`config.mk`:
```
export PLATFORM = sky130hd
export DESIGN_NAME = keyed_wdt
export DESIGN_NICKNAME = d
export VERILOG_FILES = /design/src/rtl/keyed_wdt.sv
export SDC_FILE = /design/constraint.sdc
export NUM_CORES = 1
export LEC_CHECK = 0
export ABC_AREA = 1
export BUFFER_PORTS_ARGS = -buffer_cell sky130_fd_sc_hd__buf_2
export CAP_MARGIN = 0
export CORE_ASPECT_RATIO = 0.6
export CORE_MARGIN = 1
export CORE_UTILIZATION = 51
export DETAILED_ROUTE_END_ITERATION = 12
export PLACE_DENSITY = 0.81
export SLEW_MARGIN = 15
export SYNTH_ARGS = -nofsm -noshare
export SYNTH_HDL_FRONTEND = slang
export SYNTH_SLANG_ARGS = --single-unit
```
`constraint.sdc`:
```
create_clock -name clk -period 1.4 [get_ports clk]
set_input_delay 0.21 -clock clk [delete_from_list [all_inputs] [get_ports clk]]
set_output_delay 0.21 -clock clk [all_outputs]
set_load 0.05 [all_outputs]
```
`src/rtl/keyed_wdt.sv`:
```
module keyed_wdt #(
  parameter int          BUS_W      = 16,
  parameter logic [7:0]  CNT_KEY    = 8'h5A,
  parameter logic [7:0]  CTL_KEY    = 8'hA5,
  parameter int          BASE_SHIFT = 5
) (
  input  logic             clk,
  input  logic             rst_n,
  input  logic             wr_en,
  input  logic             wr_sel,
  input  logic [BUS_W-1:0] wr_data,
  input  logic             rd_sel,
  output logic [7:0]       rd_data,
  output logic             wdt_pulse
);
  localparam int SEL_W     = 3;
  localparam int SHIFT_MAX = (1 << SEL_W) - 1;
  localparam int PRE_W     = BASE_SHIFT + SHIFT_MAX;

  logic [7:0]       cnt_q, ctl_q;
  logic [PRE_W-1:0] pre_q, pre_last;
  logic             pulse_q;

  wire [7:0] key    = wr_data[BUS_W-1 -: 8];
  wire [7:0] low    = wr_data[7:0];
  wire       cnt_wr = wr_en & ~wr_sel & (key == CNT_KEY);
  wire       ctl_wr = wr_en &  wr_sel & (key == CTL_KEY);
  wire       en     = ctl_q[7];

  assign pre_last = {PRE_W{1'b1}} >> (SHIFT_MAX - int'(ctl_q[SEL_W-1:0]));

  wire tick = en & ~ctl_wr & (pre_q == pre_last);
  wire wrap = tick & ~cnt_wr & (cnt_q == 8'hFF);

  always_ff @(posedge clk or negedge rst_n) begin
    if (!rst_n) begin
      cnt_q   <= '0;
      ctl_q   <= '0;
      pre_q   <= '0;
      pulse_q <= 1'b0;
    end else begin
      pulse_q <= wrap;
      if (ctl_wr) begin
        ctl_q <= {low[7:4], low[3] & ctl_q[3], low[2:0]};
        pre_q <= '0;
      end else begin
        if (wrap) ctl_q[3] <= 1'b1;
        if (en)   pre_q <= tick ? '0 : pre_q + 1'b1;
      end
      if (cnt_wr)    cnt_q <= low;
      else if (tick) cnt_q <= cnt_q + 8'd1;
    end
  end

  assign rd_data   = rd_sel ? ctl_q : cnt_q;
  assign wdt_pulse = pulse_q;
endmodule

```
# Word-level counts from Yosys, hierarchy flattened
# Index checks and enable logic that the tools add are counted.
[classes]
addsub = 3
eq_ne = 4
shift = 1
n_mux = 8
bitwise = 12
n_reduce_logical = 3
[ops]
columns = ["cell", "n"]
rows = [
  ["$mux W12", 3],
  ["$shr A12 B32 Y12 const A", 1],
  ["$mux W8", 3],
  ["$eq A8 B8 Y1 const B", 2],
  ["$add A12 B1 Y12 const B", 1],
  ["$eq A12 B12 Y1", 1],
  ["$and A1 B1 Y1", 9],
  ["$add A8 B1 Y8 const B", 1],
  ["$eq A8 B7 Y1 const B", 1],
  ["$reduce_bool A2 Y1", 3],
  ["$sub A3 B3 Y4 const A", 1],
  ["$not A1 Y1", 3],
  ["$mux W1", 2],
]
[word_totals]
ff_bits = 29
in_bits = 21
output_inout_bits = 9

# Logic depth before layout (Yosys ltp)
[depth]
depth_word = 9
depth_mapped = 13

# Worst setup path after synthesis
# Ideal clock, no wire load.
[synth_timing]
path_kind = "reg-to-output"
start = "reg cnt_q[5]"
end = "out rd_data[5]"
arrival_time_ps = 1511
required_time_ps = 1190
setup_slack_ps = -321
stages_incl_launch_ff = 3
path_cell_list = "dfrtp_1 -> inv_1 -> o21ai_0"
[synth_via]
elab_chain_len = 1
[synth_rtl]
columns = ["item", "line_no", "rtl"]
rows = [
  ["start, declared", "20", "logic [7:0] cnt_q, ctl_q;"],
  ["start signal, assigned", "50", "if (cnt_wr) cnt_q <= low;"],
  ["start signal, assigned", "51", "else if (tick) cnt_q <= cnt_q + 8'd1;"],
  ["$mux W8", "55", "assign rd_data = rd_sel ? ctl_q : cnt_q;"],
  ["end, declared", "13", "output logic [7:0] rd_data,"],
]
# Every way passes these cells.

# Worst setup path after layout
[layout_timing]
start = "reg ctl_q[2]"
end = "reg cnt_q[2]"
[layout_via]
elab_chain_len = 5
[layout_rtl]
columns = ["item", "line_no", "rtl"]
rows = [
  ["start, declared", "20", ""],
  ["start signal, assigned", "44", "ctl_q <= {low[7:4], low[3] & ctl_q[3], low[2:0]};"],
  ["$sub A3 B3 Y4", "30", "assign pre_last = {PRE_W{1'b1}} >> (SHIFT_MAX - int'(ctl_q[SEL_W-1:0]));"],
  ["$shr A12 B32 Y12", "30", ""],
  ["$eq A12 B12 Y1", "32", "wire tick = en & ~ctl_wr & (pre_q == pre_last);"],
  ["$and A1 B1 Y1", "32", ""],
  ["$reduce_bool A2 Y1 (no line)", "--", ""],
]
# Every way passes these cells.
# A chain may end at the register's enable or synchronous reset.

==> results.cfg <==
[run_status]
status = complete, but fails checks
violations = negative setup slack

[drt]
route.antenna.remaining_nets = 0
drtPass1Iterations = 6
routed-via-count = 2293
wl_per_cell_um = 16.1
drc = 0
finalWirelength_mm = 6.44
dr.first_iter.drc_count = 226
via_per_inst = 5.75

[cells_and_area]
fin_area_um2 = 2850
final_cell_mix = nand2_1, buf_4, inv_1, dfrtp_1, buf_2
antenna_cells = 0
drive_gt1_share_pct = 39.8
final_util_pct = 83.1
nets = 376
final_common_cell = nand2_1
area_growth_pct = 48.8

[timing]
fin_crit_ps = 1790
maxSlewViolCount = 0
fin_ws_ps = -389
fin_skew_ps = 8.58
tns_ps = -6620
rsz0062_at_grt = true
slew_headroom_pct = 63.5
max_freq_ghz = 0.559
whs_ps = 139
setup_viol = 24
tightest_slew_ps = 548
period_share_pct = 128
finalHoldViolations = 0

[logic_synthesis]
syn_area_per_cell_um2 = 7.11
syn_nets = 292
ys_ff_latch = 29
yosys_warnings = 0
ys_types = 25
syn_inst = 269
netlist_area_um2 = 1910
synth-seq-area-share_pct = 38.0

[place]
placed_cell_area_um2 = 2450
gp_congestion = 0.964
io_buffers = 29
preCtsSetupSlack_ps = -383
dp_hpwl_mm = 3.98

[clock_tree]
clk_latency_ps = 300
clockBufferDepth = 2
ctsRootBufferMaster = clkbuf_8
path_clk_slew_ps = 70
cts_buffers = 5
cts_sinks = 29
ctsHtreeMaxLevel = 2
cts_tree = yes

[floorplanning]
floorplan.rows = 16
io-pin-count = 30
coreArea_um2 = 3420
die_area_um2 = 4010
start_util_pct = 55.8
die_x_um = 81.0
die_y_um = 49.4

[setup_path]
slowest_delay_ps = 500
start_kind = flop
crit_slowest_cell = dfrtp_2
crit_family = simple AND/OR/NAND/NOR gates
cp.arrival_ps = 2010
crit_required_ps = 1620
path_class = flop to flop
crit_chain = buf_6 > nand3_2 > nand2_2 > nand2_2 > nor2_2 > nand2_2 > nor2_8 > buf_6 > buf_4 > nand4_1 > nand3_1
end_kind = flop
path_buf_inv = 3
worst-path-max-fanout = 6
r2r_setup_slack_ps = -390
cpMostUsedCell = nand2_2

[global_routing]
grt_remaining_overflow = 0
antenna_found_initial = 0
grt_max_degree = 30
track_usage_pct = 32.4
grt_first_pass_wirelength_mm = 9.52
grt_pass1_vias = 2047

[pwr]
p_leak_nw = 1.49
powerDensity_nw_per_um2 = 1270
ir_worst_vdd_mv = 0.995

[hold_path]
min_path_type = primary input to flop

[run]
max-cap-violations = 0
synthesized netlist by cell type:
master,number,share of area (%)
nor2_4,2,1.2
o22ai_1,8,2.6
a21oi_1,2,0.52
clkbuf_1,2,0.39
buf_6,3,1.8
xor2_1,12,5.5
inv_2,3,0.59
inv_1,35,6.9
dfrtp_1,29,38
o21ai_1,3,0.79
xnor2_1,1,0.46
o21ai_0,11,2.9
ha_1,2,1.3
buf_2,2,0.52
nand2_2,6,2.0
nor2_8,1,1.0
nor4_1,1,0.33
nor2_1,20,3.9
nand4_1,13,4.3
nor3_1,5,1.3
and3_1,1,0.33
nor2_2,2,0.65
nand2_1,76,15
nand3_1,28,7.3
mux2_2,1,0.59
report_power, final:
| group | total, mW | internal (mW) | switching [mW] |
|---|---|---|---|
| combinational | 1.54 | 0.766 | 0.770 |
| clock | 0.930 | 0.578 | 0.352 |
| sequential | 1.15 | 1.00 | 0.145 |
| total | 3.61 | 2.35 | 1.27 |
flip-flops by register name, summed over array words and instances, names as in the netlist:
register	cells
ctl_q	8
cnt_q	8
wdt_pulse	1
pre_q	12
stage by stage:
stage               instances  total power, mW
finish                    399             3.61
global route              399             3.79
CTS                       396             3.39
detailed placement        382             2.34
global placement          382             2.30
floorplan                 269             1.74
metal layers:
| layer | GRT usage [%] | vias up | share of wire (%) |
|---|---|---|---|
| li1 | - | 1037 | - |
| met5 | 0 | - | 0 |
| met3 | 9.35 | 31 | 11 |
| met1 | 46.0 | 1059 | 41 |
| met2 | 48.2 | 166 | 44 |
| met4 | 8.63 | 0 | 3.5 |
worst register-to-register path: cells and delay by family (launching register included):
kind                   cells  cell delay [ps]
and+or+nand+nor            8              830
DFF                        1              500
buffers and inverters      3              390
cells by family after synthesis:
group,Yosys count,synth area share (%)
buffers and inverters,45,10.1
AND/OR/NAND/NOR,155,37.2
XOR/XNOR,13,5.96
flip-flops,29,38.0
adder cells (fa/ha/maj),2,1.31
multiplexers,1,0.589
AO/OA/AOI/OAI,24,6.81
path summary, 6_finish.rpt:
path | from | endpoint | cells past startpoint
max | ctl_q[2] | cnt_q[2] | 11
max reg2reg | ctl_q[2] | cnt_q[2] | 11
min in group asynchronous | rst_n | ctl_q[6] | 3
min reg2reg | ctl_q[4] | ctl_q[4] | 2
max in group asynchronous | rst_n | ctl_q[0] | 3
min | wr_data[6] | cnt_q[6] | 3
repair_timing:
item / 4_1_cts / 5_1_grt
hold buffers: 1 / 0
gates resized for setup: 26 / 36
setup endpoints to repair: 28 / 29
buffers inserted: 8 / 4
cloned: 1 / 0
hold endpoints to repair: 29 / 0
pin swaps: 10 / 19
cell type report:
cell class	instances	area, um2
repair buffers	83	619
multi-input cells	196	1170
clock buffers	6	82.6
flip-flops and latches	29	729
inverters	38	148
well taps	45	56.3
clock inverters	2	37.5
fillers	195	578
No activity file was read; power rests on OpenSTA's default activity.
